<file path="config.mk">
export PLATFORM = sky130hd
export DESIGN_NAME = ep_status_ctl
export DESIGN_NICKNAME = d
export VERILOG_FILES = /design/src/rtl/esc_pkg.sv /design/src/rtl/esc_cmd_decode.sv /design/src/rtl/esc_ep_slot.sv /design/src/rtl/ep_status_ctl.sv
export SDC_FILE = /design/constraint.sdc
export NUM_CORES = 1
export LEC_CHECK = 0
export BUFFER_PORTS_ARGS = -buffer_cell sky130_fd_sc_hd__buf_2
export CORE_ASPECT_RATIO = 1.4
export CORE_UTILIZATION = 56
export DETAILED_ROUTE_END_ITERATION = 6
export PLACE_DENSITY = 0.75
export RECOVER_POWER = 50
export SYNTH_ARGS = -nofsm -noshare
export SYNTH_HDL_FRONTEND = slang
export SYNTH_SLANG_ARGS = --single-unit
</file>
<file path="constraint.sdc">
create_clock -name clk -period 6 [get_ports clk]
set_clock_uncertainty 0.15 [all_clocks]
set_input_delay 1.2 -clock clk [delete_from_list [all_inputs] [get_ports clk]]
set_output_delay 1.2 -clock clk [all_outputs]
set_load 0.02 [all_outputs]
</file>
<file path="src/rtl/esc_pkg.sv">
package esc_pkg;

   typedef enum logic [1:0] {
      HS_ACK   = 2'd0,
      HS_NAK   = 2'd1,
      HS_STALL = 2'd2
   } hs_e;

   // Status snapshot, MSB first; field order is visible to software.
   typedef struct packed {
      logic stalled;
      logic full_sec;
      logic full_pri;
      logic toggle;
      logic overwritten;
      logic setup_held;
      logic cpu_sel;
      logic rsvd;
   } ep_stat_t;

   localparam logic [3:0] GRP_CLEAR  = 4'h7;
   localparam logic [3:0] GRP_STATUS = 4'hD;
   localparam logic [3:0] CLR_HOLE   = 4'h1;

endpackage

</file>
<file path="src/rtl/esc_cmd_decode.sv">
module esc_cmd_decode
   import esc_pkg::*;
#(
   parameter int NUM_EP = 16,
   localparam int EPW   = $clog2(NUM_EP)
) (
   input  logic              cmd_valid,
   input  logic [7:0]        cmd_code,
   output logic [NUM_EP-1:0] clr_vec,
   output logic [NUM_EP-1:0] rd_vec,
   output logic              rd_ok,
   output logic [EPW-1:0]    rd_idx
);

   logic [3:0] grp;
   logic [EPW-1:0] sel;

   assign grp = cmd_code[7:4];
   assign sel = cmd_code[EPW-1:0];

   always_comb begin
      clr_vec = '0;
      rd_vec  = '0;
      rd_ok   = 1'b0;
      rd_idx  = sel;
      if (cmd_valid) begin
         if (grp == GRP_CLEAR && cmd_code[3:0] != CLR_HOLE) begin
            clr_vec[sel] = 1'b1;
         end
         if (grp == GRP_STATUS) begin
            rd_vec[sel] = 1'b1;
            rd_ok       = 1'b1;
         end
      end
   end

endmodule

</file>
<file path="src/rtl/esc_ep_slot.sv">
module esc_ep_slot
   import esc_pkg::*;
#(
   parameter bit DOUBLE  = 1'b0,
   parameter bit CONTROL = 1'b0
) (
   input  logic     clk,
   input  logic     rst_n,
   input  logic     lk_hit,
   input  logic     lk_setup,
   input  logic     setup_done,
   input  logic     clr_hit,
   input  logic     rd_hit,
   input  logic     stall_set,
   input  logic     stall_clr,
   input  logic     setup_ack,
   output hs_e      resp,
   output ep_stat_t stat
);

   logic       stall_q, tog_q, ovw_q, held_q, unack_q, busy_q;
   logic [1:0] full_q, full_d;
   logic       lp_q, cs_q;
   logic       su, accept, clr_do;

   // Setup arrivals only mean something on the control slot.
   assign su     = lk_hit & lk_setup & CONTROL;
   assign accept = lk_hit & ~su & ~stall_q & ~full_q[lp_q];
   assign clr_do = clr_hit & full_q[cs_q];

   generate
      if (DOUBLE) begin : g_dbl
         always_ff @(posedge clk) begin
            if (!rst_n) begin
               lp_q <= 1'b0;
               cs_q <= 1'b0;
            end else begin
               lp_q <= lp_q ^ accept;
               cs_q <= cs_q ^ clr_do;
            end
         end
      end else begin : g_sgl
         assign lp_q = 1'b0;
         assign cs_q = 1'b0;
      end
   endgenerate

   always_comb begin
      if (su)                resp = HS_ACK;
      else if (stall_q)      resp = HS_STALL;
      else if (full_q[lp_q]) resp = HS_NAK;
      else                   resp = HS_ACK;
   end

   always_comb begin
      full_d = full_q;
      if (clr_do) full_d[cs_q] = 1'b0;
      if (accept) full_d[lp_q] = 1'b1;
      if (su)     full_d[0]    = 1'b1;
   end

   always_ff @(posedge clk) begin
      if (!rst_n) begin
         stall_q <= 1'b0;
         tog_q   <= 1'b0;
         ovw_q   <= 1'b0;
         held_q  <= 1'b0;
         unack_q <= 1'b0;
         busy_q  <= 1'b0;
         full_q  <= 2'b00;
      end else begin
         full_q <= full_d;
         if (stall_set)      stall_q <= 1'b1;
         else if (stall_clr) stall_q <= 1'b0;
         if (su)             tog_q <= 1'b1;
         else if (accept)    tog_q <= ~tog_q;
         if (su)             held_q <= 1'b1;
         else if (clr_hit)   held_q <= 1'b0;
         if (su)                          unack_q <= 1'b1;
         else if (setup_ack || stall_set) unack_q <= 1'b0;
         if (su)                          ovw_q <= ovw_q | unack_q;
         else if (rd_hit && !busy_q)      ovw_q <= 1'b0;
         if (su)              busy_q <= 1'b1;
         else if (setup_done) busy_q <= 1'b0;
      end
   end

   assign stat = '{stalled:     stall_q,
                   full_sec:    full_q[1],
                   full_pri:    full_q[0],
                   toggle:      tog_q,
                   overwritten: ovw_q,
                   setup_held:  held_q,
                   cpu_sel:     cs_q,
                   rsvd:        1'b0};

endmodule

</file>
<file path="src/rtl/ep_status_ctl.sv">
module ep_status_ctl
   import esc_pkg::*;
#(
   parameter int              NUM_EP   = 16,
   parameter logic [NUM_EP-1:0] DBL_MASK = 16'hFFF8,
   localparam int             EPW      = $clog2(NUM_EP)
) (
   input  logic           clk,
   input  logic           rst_n,
   input  logic           lk_valid,
   input  logic [EPW-1:0] lk_ep,
   input  logic           lk_setup,
   input  logic           lk_setup_done,
   output logic [1:0]     lk_resp,
   input  logic           cmd_valid,
   input  logic [7:0]     cmd_code,
   output logic           stat_valid,
   output logic [7:0]     stat_data,
   input  logic           stall_set,
   input  logic           stall_clr,
   input  logic [EPW-1:0] stall_ep,
   input  logic           setup_ack
);

   generate
      if (NUM_EP != 16) begin : g_bad_count
         $error("ep_status_ctl: the command map needs exactly 16 slots");
      end
      if (DBL_MASK[0]) begin : g_bad_ctrl
         $error("ep_status_ctl: the control OUT slot must be single-buffered");
      end
   endgenerate

   logic [NUM_EP-1:0]      clr_vec, rd_vec;
   logic                   rd_ok;
   logic [EPW-1:0]         rd_idx;
   hs_e  [NUM_EP-1:0]      resp_arr;
   logic [NUM_EP-1:0][7:0] ep_stat;

   esc_cmd_decode #(.NUM_EP(NUM_EP)) u_dec (
      .cmd_valid (cmd_valid),
      .cmd_code  (cmd_code),
      .clr_vec   (clr_vec),
      .rd_vec    (rd_vec),
      .rd_ok     (rd_ok),
      .rd_idx    (rd_idx)
   );

   generate
      for (genvar i = 0; i < NUM_EP; i++) begin : g_ep
         ep_stat_t st;
         esc_ep_slot #(
            .DOUBLE  (DBL_MASK[i]),
            .CONTROL (i == 0)
         ) u_slot (
            .clk        (clk),
            .rst_n      (rst_n),
            .lk_hit     (lk_valid && lk_ep == EPW'(i)),
            .lk_setup   (lk_setup),
            .setup_done ((i == 0) && lk_setup_done),
            .clr_hit    (clr_vec[i]),
            .rd_hit     (rd_vec[i]),
            .stall_set  (stall_set && stall_ep == EPW'(i)),
            .stall_clr  (stall_clr && stall_ep == EPW'(i)),
            .setup_ack  ((i == 0) && setup_ack),
            .resp       (resp_arr[i]),
            .stat       (st)
         );
         assign ep_stat[i] = st;
      end
   endgenerate

   assign lk_resp = resp_arr[lk_ep];

   always_ff @(posedge clk) begin
      if (!rst_n) begin
         stat_valid <= 1'b0;
         stat_data  <= 8'h00;
      end else begin
         stat_valid <= cmd_valid;
         stat_data  <= rd_ok ? ep_stat[rd_idx] : 8'h00;
      end
   end

endmodule

</file>
==> results of run 1 <==
registers in the layout, indices dropped and copies added, names as in the netlist:
| register | cells |
|---|---|
| g_ep.u_slot.busy_q | 1 |
| g_ep.u_slot.cs_q | 13 |
| g_ep.u_slot.full_q | 29 |
| g_ep.u_slot.held_q | 1 |
| g_ep.u_slot.lp_q | 13 |
| g_ep.u_slot.ovw_q | 1 |
| g_ep.u_slot.stall_q | 16 |
| g_ep.u_slot.tog_q | 16 |
| g_ep.u_slot.unack_q | 1 |
| stat_data | 7 |
| stat_valid | 1 |
power groups by stage:
stage	Sequential, mW	Clock (mW)	Combinational (mW)
2_1_floorplan	0.689	0	0.0827
3_3_place_gp	0.692	0	0.113
3_5_place_dp	0.692	0	0.115
4_1_cts	0.677	0.565	0.115
5_1_grt	0.679	0.587	0.125
6_report	0.678	0.559	0.116
synthesized netlist by cell type (3+ instances only):
cell,instances,area share (%)
a31oi_1,17,2.1
dfxtp_1,99,39
o32ai_1,11,1.9
nand2_1,70,5.1
xnor2_1,9,1.5
nand2b_1,7,0.86
buf_4,5,0.73
nand3_1,19,1.9
nor3_1,23,2.2
and3_1,12,1.5
nor4_1,7,0.86
o22ai_1,9,1.1
clkbuf_1,19,1.4
xor2_1,19,3.3
nor2b_1,5,0.61
a211oi_1,4,0.59
nand3b_1,6,0.88
mux4_2,20,8.8
a21oi_1,26,2.5
inv_1,8,0.59
a31o_1,3,0.51
a22oi_1,6,0.88
and4bb_2,3,0.73
nor2_1,38,2.8
mux2i_1,14,2.7
o21ai_0,20,2.0
or3_1,3,0.37
a31o_2,13,2.2
nor3b_1,13,1.9
metrics by stage:
step	instances	hold WS [ps]	power, mW	util [%]
detailed placement	666	289	0.807	60.6
floorplan	555	267	0.772	-
CTS	682	300	1.36	63.9
global route	682	327	1.39	63.5
finish	682	298	1.35	63.5
global placement	666	274	0.805	60.6
per-layer routing:
metal,track usage [%],vias up
li1,-,2106
met4,20.0,0
met3,4.05,37
met2,53.2,197
met5,0,-
met1,38.5,2159
layout make-up:
cell class	instances	area [um^2]
fill	779	3180
inverter	10	37.5
timing repair buffer	36	161
clock buffer	9	225
tap	105	131
multi-input combinational	416	2940
sequential	99	1980
clock inverter	7	60.1
final timing paths:
| check | endpoint | slack (ps) | cells after the start |
|---|---|---|---|
| worst max-delay path | stat_data[6]$_SDFF_PN0_ | 1400 | 4 |
| worst min-delay path | stat_data[2]$_SDFF_PN0_ | 300 | 2 |
| worst max register to register | g_ep[15].u_slot.full_q[0]$_SDFF_PN0_ | 4170 | 3 |
| worst min register to register | stat_data[2]$_SDFF_PN0_ | 300 | 2 |
cells by family after synthesis:
family	Yosys count	synth area share [%]
AOI/OAI and AO/OA	122	15.9
buffers and inverters	40	3.74
DFF	99	38.7
xor gates and xnor gates	28	4.79
muxes	38	13.0
and+or+nand+nor	227	23.7
other	1	0.0733
tightest hold or removal path, delay by kind of cell (launching register included):
kind,cells,cell delay [ps]
and+or+nand+nor,1,40
buffers and inverters,1,50
DFF,1,310
==> results.yml, run 1 <==
critical_path:
  worst-path-buf-inv: 2
  crit_start: "rst_n"
  worst_ep_arrival_time_ps: 4700
  crit_path_start_kind: "input port"
  crit_family: "buffers and inverters"
  critPathSlowestCell: "clkbuf_1"
  r2r-start: "g_ep[15].u_slot.lp_q$_SDFF_PN0_"
  worst_path_largest_cell_delay_ps: 2100
  crit_chain: "clkbuf_1 > clkbuf_1 > nand2_1 > a211oi_1"
  critPathRequiredTime_ps: 6100
  crit_path_end_kind: "flop"
  crit_top_cell: "clkbuf_1"
  critPathKind: "input port to flop"
  path_max_fanout: 72
synth:
  yosys_warnings: 0
  synth_cells: 555
  synth_fp_nets: 580
  ys_seq_area_share_pct: 38.7
  syn-mean-instance-area_um2: 9.22
  syn_area_mm2: 0.00512
  yosysUniqueCellTypes: 63
  synth_edf_count: 0
  synth_flop_cell: "dfxtp_1"
  async_flop_share_pct: 0
  ys_seq_elements: 99
floorplan:
  dieArea_mm2: 0.00953
  die_x_um: 82.8
  core.rowCount: 40
  start_util_pct: 58.8
  fp.dieH_um: 115
  io_pins: 36
  coreArea_mm2: 0.00871
routing:
  wl_met2_mm: 6.96
  ant_nets: 0
  wl_per_cell_um: 20.2
  met1Wirelength_mm: 5.41
  routed_wl_mm: 13.8
  drt-pass1-iter-count: 5
  via_count: 4499
  drtIter0Drc: 432
  remaining_drc_errors: 0
  route.met3.wl_um: 786
  viasPerCell: 6.60
  highest_layer: "met4"
cts:
  clk_latency_ps: 360
  cts_tree: "yes"
  cts_max_level: 3
  postCtsHoldBufs: 0
  cts_made_buffers: 9
  clockBufferDepth: 2
  cts_setup_buffers: 0
  cts.reportedPaths.clkPinSlew_ps: 70
  clock-sinks: 99
  post_cts_resized: 0
  cts-root-buf: "clkbuf_16"
power:
  pwr-share-clk_pct: 41.3
  intPower_mw: 0.995
  p_sw_share_pct: 26.4
  seqPwrFrac_pct: 50.1
  power_switching_mw: 0.357
  ir_worst_vdd_mv: 0.228
  combinationalPowerShare_pct: 8.6
  powerDensity_mw_per_mm2: 244
  p_leak_nw: 1.88
finish:
  final_nets: 597
  areaGrowthSynthToFinish_pct: 8.14
  layout-drive-gt1-share_pct: 14.2
  final_cell_mix: "99 x dfxtp_1, 70 x nand2_1, 38 x nor2_1"
  final_common_cell: "dfxtp_1"
  diodes: 0
  final_cell_area_mm2: 0.00553
placed_design:
  io_buffers: 34
  pre_cts_slack_ps: 1880
  gp_congestion: 0.896
  dp_hpwl_mm: 9.96
  post_dp_cell_area_mm2: 0.00528
timing:
  setup_tns_ps: 0
  final_max_slew_viol_count: 138
  worst_pin_slew_ps: 2970
  relSlewSlack_pct: -98.3
  hold_violations: 0
  period_minus_slack_ps: 4600
  rsz0062_at_grt: "no"
  fin_ws_ps: 1400
  period_share_pct: 76.6
  finalSetupViolCount: 0
  max_freq_ghz: 0.217
global_routing:
  grt_pass1_wl_mm: 22.4
  grt_pass1_vias: 4322
  grt_max_degree: 73
  track_usage_pct: 32.1
  antenna_found_initial: 0
  grt-ovfl-total: 0
worst_hold_path:
  hp-class: "flop to flop"
  hold_start: "g_ep[0].u_slot.held_q$_SDFFE_PN0P_"
outcome:
  status: "finished with violations"
  violations: "max-capacitance violations, max-slew violations"
run:
  cap_violations: 3
(Power assumes the default switching activity.)
==> run 2: changes to the inputs <==
--- a/config.mk
+++ b/config.mk
@@ -5,11 +5,12 @@
 export SDC_FILE = /design/constraint.sdc
 export NUM_CORES = 1
 export LEC_CHECK = 0
+export ABC_AREA = 1
 export BUFFER_PORTS_ARGS = -buffer_cell sky130_fd_sc_hd__buf_2
 export CORE_ASPECT_RATIO = 1.4
-export CORE_UTILIZATION = 56
+export CORE_UTILIZATION = 55
 export DETAILED_ROUTE_END_ITERATION = 6
-export PLACE_DENSITY = 0.75
+export PLACE_DENSITY = 0.76
 export RECOVER_POWER = 50
 export SYNTH_ARGS = -nofsm -noshare
 export SYNTH_HDL_FRONTEND = slang
==> constraint.sdc (replaced) <==
create_clock -name clk -period 4.2 [get_ports clk]
set_clock_uncertainty 0.15 [all_clocks]
set_input_delay 0.84 -clock clk [delete_from_list [all_inputs] [get_ports clk]]
set_output_delay 0.84 -clock clk [all_outputs]
set_load 0.02 [all_outputs]
==> run 2 against run 1 <==
  * The run still ends with max-capacitance violations, max-slew violations left
  * Clock power increased by 46%
  * Count of clock-buffer cells in the layout is 1 higher
  * Register-to-register slack worse by 1700 ps
  * Largest cell class unchanged
==> results.yml, run 2 <==
cts:
  clockBufferDepth: 2
  cts_tree: "yes"
  postCtsHoldBufs: 0
  cts-root-buf: "clkbuf_16"
  cts_max_level: 3
  cts_made_buffers: 9
  cts_setup_buffers: 0
  post_cts_resized: 0
  cts.reportedPaths.clkPinSlew_ps: 70
  clk_latency_ps: 350
  clock-sinks: 99
synth:
  syn-mean-instance-area_um2: 6.33
  synth.top_cell.area_share_pct: 36.6
  synth_cells: 854
  yosys_warnings: 0
  yosys-top-cells-area: "dfxtp_1 37%, nand2_1 16%, nand3_1 9.9%"
  syn_area_mm2: 0.00541
  synth_flop_cell: "dfxtp_1"
  yosys-top-cells-count: "232 x nand2_1, 107 x nand3_1, 104 x a21oi_1"
  ys_seq_elements: 99
  yosysUniqueCellTypes: 32
  ys_seq_area_share_pct: 36.6
  synth_edf_count: 0
  synth_area_leader_cell: "dfxtp_1"
  synth_fp_nets: 879
  yosysMostFrequentCell: "nand2_1"
  async_flop_share_pct: 0
outcome:
  status: "finished with violations"
  violations: "max-capacitance violations, max-slew violations"
critical_path:
  worst_ep_arrival_time_ps: 2510
  crit_path_start_kind: "input port"
  critPathRequiredTime_ps: 3210
  crit_start: "lk_ep[0]"
  path_max_fanout: 10
  r2r-start: "g_ep[12].u_slot.lp_q$_SDFF_PN0_"
  crit_path_end_kind: "output port"
  critPathKind: "input port to output port"
finish:
  final_cell_area_mm2: 0.00585
  final_util_pct: 61.5
  final_common_cell: "nand2_1"
  top_register: "g_ep.u_slot.full_q"
  largest_reg_flops: 29
  top_regs: "g_ep.u_slot.full_q x29, g_ep.u_slot.stall_q x16, g_ep.u_slot.tog_q x16"
  layout-drive-gt1-share_pct: 6.73
  layout.cells.non_filler: 1009
  areaGrowthSynthToFinish_pct: 8.14
  diodes: 0
  fill_cells: 967
  final_nets: 898
  final_cell_mix: "233 x nand2_1, 107 x nand3_1, 104 x a21oi_1"
routing:
  drt-pass1-iter-count: 5
  viasPerCell: 5.59
  wl_per_cell_um: 15.5
  remaining_drc_errors: 0
  via_count: 5640
  ant_nets: 0
  drtIter0Drc: 436
  routed_wl_mm: 15.7
floorplan:
  die_x_um: 85.8
  io_pins: 36
  fp.dieH_um: 119
  start_util_pct: 56.9
  coreArea_mm2: 0.00951
  dieArea_mm2: 0.0102
  core.rowCount: 42
timing:
  finalSetupViolCount: 0
  final_max_slew_viol_count: 22
  relSlewSlack_pct: -2.43
  setup_tns_ps: 0
  fin_ws_ps: 702
  worst_pin_slew_ps: 1530
  max_freq_ghz: 0.286
  period_share_pct: 83.3
  rsz0062_at_grt: "no"
  period_minus_slack_ps: 3500
  hold_violations: 0
worst_hold_path:
  hp-class: "flop to flop"
  hold_start: "g_ep[0].u_slot.held_q$_SDFFE_PN0P_"
global_routing:
  grt-ovfl-total: 0
  grt_max_degree: 44
  grt_pass1_wl_mm: 25.4
  antenna_found_initial: 0
  grt_pass1_vias: 5327
  track_usage_pct: 31.9
placed_design:
  dp_hpwl_mm: 11.5
  post_dp_cell_area_mm2: 0.00560
  pre_cts_slack_ps: 1090
  gp_congestion: 0.979
  io_buffers: 34
  place_inst: 994
power:
  ir_worst_vdd_mv: 0.212
  p_leak_nw: 2.22
  powerDensity_mw_per_mm2: 335
run:
  cap_violations: 1
-- run 2: per-stage QoR --
stage	hold WS, ps	power, mW
3_5_place_dp	303	1.16
5_1_grt	339	2.03
2_1_floorplan	273	1.11
3_3_place_gp	298	1.16
6_report	313	1.96
4_1_cts	314	1.97
-- run 2: routing by layer --
metal | global-route usage (%) | up-vias | wire (um)
met5 | 0 | - | 0
met4 | 13.5 | 0 | 432
met3 | 5.41 | 35 | 901
met2 | 54.6 | 210 | 7760
met1 | 39.1 | 2600 | 6590
li1 | - | 2795 | -
-- run 2: worst max-delay path, stage by stage --
cell      delay, ps
clkbuf_1        500
inv_1           210
nor2_1          320
nand3_1         130
nand2_1         100
nor2_1           40
nand2_1          70
nand2_1          50
nand4_1          70
buf_2           170
-- run 2: report_power, final --
part	total [mW]	switching, mW	internal (mW)
registers	0.965	0.0123	0.952
logic	0.180	0.136	0.0439
clock network	0.814	0.358	0.457
total	1.96	0.506	1.45
-- run 2: worst paths after layout --
check / end / slack, ps / cells after the start
setup / recovery: lk_resp[0] / 700 / 10
hold / removal: g_ep[0].u_slot.held_q$_SDFFE_PN0P_ / 310 / 2
setup reg to reg: g_ep[12].u_slot.full_q[1]$_SDFF_PN0_ / 2470 / 7
hold reg to reg: g_ep[0].u_slot.held_q$_SDFFE_PN0P_ / 310 / 2
-- run 2: final cells by class --
type                            instances  area (um^2)  share of cell area (%)
Sequential cell                        99         1980                    33.9
Inverter                               99          374                    6.40
Multi-Input combinational cell        629         2880                    49.3
Timing Repair Buffer                   35          161                    2.76
Tap cell                              132          165                    2.82
Clock inverter                          5         55.1                   0.941
Clock buffer                           10          229                    3.92
-- run 2: cells by family (layout without fill, tap and decap cells) --
kind of cell	Yosys count	count (layout)	share of synthesized area [%]
flops	99	99	36.6
compound gates	132	132	12.5
xor+xnor	9	9	1.46
simple gates	487	487	39.5
buf+inv	126	149	9.79
other cells	1	1	0.0693
==> run 3: changes to the inputs <==
==> constraint.sdc (replaced) <==
create_clock -name clk -period 2.96 [get_ports clk]
set_clock_uncertainty 0.15 [all_clocks]
set_input_delay 0.592 -clock clk [delete_from_list [all_inputs] [get_ports clk]]
set_output_delay 0.592 -clock clk [all_outputs]
set_load 0.02 [all_outputs]
==> run 3 against run 2 <==
  * The run ends with design-rule violations left
  * Global-route usage increased by 0.71 points
  * Wire length increased by 0.85%
  * Count of clock-buffer cells in the layout decreased by 1
  * Hold slack improved by 6.4 ps
  * Power increased by 49%
  * Critical path depth decreased by 6
  * Sequential share of layout area decreased by 0.43 points
  * Critical path type is now input port to flop
  * Largest cell class unchanged
==> results.yml, run 3 (synthesized netlist as in run 2, its figures left out) <==
floorplan:
  coreArea_mm2: 0.00951
  core.rowCount: 42
  die_x_um: 85.8
  fp.dieH_um: 119
  start_util_pct: 56.9
  dieArea_mm2: 0.0102
  io_pins: 36
critical_path:
  critPathKind: "input port to flop"
  crit_start: "rst_n"
  r2r-start: "g_ep[12].u_slot.lp_q$_SDFF_PN0_"
  worst_ep_arrival_time_ps: 2700
  crit_path_start_kind: "input port"
  critPathSlowestCell: "buf_2"
  path_max_fanout: 60
  critPathRequiredTime_ps: 2990
  crit_path_end_kind: "flop"
  worst_path_largest_cell_delay_ps: 980
  crit_chain: "clkbuf_1 > inv_1 > buf_2 > a21oi_1"
  crit_family: "buffers and inverters"
  worst-path-buf-inv: 3
routing:
  met1Wirelength_mm: 6.21
  drt-pass1-iter-count: 7
  remaining_drc_errors: 1
  wl_met2_mm: 7.63
  via_count: 5682
  drtIter0Drc: 495
  route.met3.wl_mm: 1.15
  routed_wl_mm: 15.8
  ant_nets: 0
  viasPerCell: 5.61
  wl_per_cell_um: 15.6
  highest_layer: "met4"
power:
  ir_worst_vdd_mv: 0.290
  powerDensity_mw_per_mm2: 491
  power_mw: 2.91
  p_leak_nw: 2.25
cts:
  cts.reportedPaths.clkPinSlew_ps: 70
  cts_max_level: 3
  cts-root-buf: "clkbuf_16"
  post_cts_resized: 0
  cts_setup_buffers: 0
  clock-sinks: 99
  cts_made_buffers: 9
  clk_latency_ps: 350
  clockBufferDepth: 2
  cts_tree: "yes"
  postCtsHoldBufs: 0
timing:
  final_max_slew_viol_count: 0
  max_freq_ghz: 0.374
  relSlewSlack_pct: 25.7
  rsz0062_at_grt: "no"
  worst_pin_slew_ps: 1110
  setup_tns_ps: 0
  hold_violations: 0
  period_share_pct: 90.4
  finalSetupViolCount: 0
  period_minus_slack_ps: 2680
finish:
  largest_reg_flops: 29
  layout-drive-gt1-share_pct: 7.49
  final_cell_mix: "234 x nand2_1, 107 x nand3_1, 104 x a21oi_1"
  final_common_cell: "nand2_1"
  final_nets: 901
  top_register: "g_ep.u_slot.full_q"
  diodes: 0
  areaGrowthSynthToFinish_pct: 9.53
  top_regs: "g_ep.u_slot.full_q x29, g_ep.u_slot.stall_q x16, g_ep.u_slot.tog_q x16"
placed_design:
  dp_hpwl_mm: 11.7
  gp_congestion: 0.942
  io_buffers: 34
worst_hold_path:
  hp-class: "flop to flop"
  hold_start: "g_ep[13].u_slot.stall_q$_SDFFE_PN0P_"
global_routing:
  grt_pass1_vias: 5267
  grt-ovfl-total: 0
  antenna_found_initial: 0
  grt_max_degree: 61
  grt_pass1_wl_mm: 25.8
  track_usage_pct: 32.6
outcome:
  violations: "design-rule violations"
  status: "finished with violations"
run:
  cap_violations: 0
[run 3: cell types whose count changed in the layout (fill, tap and decap cells not counted), sizes merged]
cell    before  now
buf         23   28
bufinv       1    2
clkbuf      22   19
clkinv       2    1
inv         99  101
[run 3: worst paths after layout]
check	slack (ps)	cells after the start	to
min reg2reg	320	2	g_ep[13].u_slot.stall_q$_SDFFE_PN0P_
min	320	2	g_ep[13].u_slot.stall_q$_SDFFE_PN0P_
max reg2reg	1090	7	g_ep[12].u_slot.full_q[0]$_SDFF_PN0_
max	280	4	g_ep[12].u_slot.full_q[0]$_SDFF_PN0_
[run 3: worst register-to-register path: stages (launching register included)]
cell	delay [ps]
dfxtp_1	340
inv_1	80
nand2_1	60
nand2_1	130
inv_1	60
nor3_1	510
nand3_1	210
a21oi_1	250
[run 3: layout make-up]
cell class	count	area (um^2)
Clock buffer	9	225
Clock inverter	7	98.8
Fill cell	900	3590
Inverter	99	373
Multi-Input combinational cell	629	2880
Sequential cell	99	1980
Tap cell	132	165
Timing Repair Buffer	38	198
[run 3: routing by layer]
layer	track usage (%)	vias to the layer above
li1	-	2802
met1	39.8	2549
met2	53.6	261
met3	7.14	70
met4	16.6	0
met5	0	-
[run 3: stage by stage]
stage               hold slack, ps  utilization (%)  instances  setup WS (ps)  instance area [um^2]
CTS                            318             62.7       1013            347                  5970
floorplan                      273                -        854            682                  5410
global placement               295             59.3        997            396                  5640
global route                   337             62.3       1013           95.1                  5920
finish                         319             62.3       1013            285                  5920
detailed placement             299             59.3        997            353                  5640
[run 3: power breakdown]
part	total, mW	internal, mW	switching, mW
Combinational	0.259	0.0653	0.194
Sequential	1.37	1.35	0.0181
Clock	1.28	0.748	0.534
Total	2.91	2.16	0.746
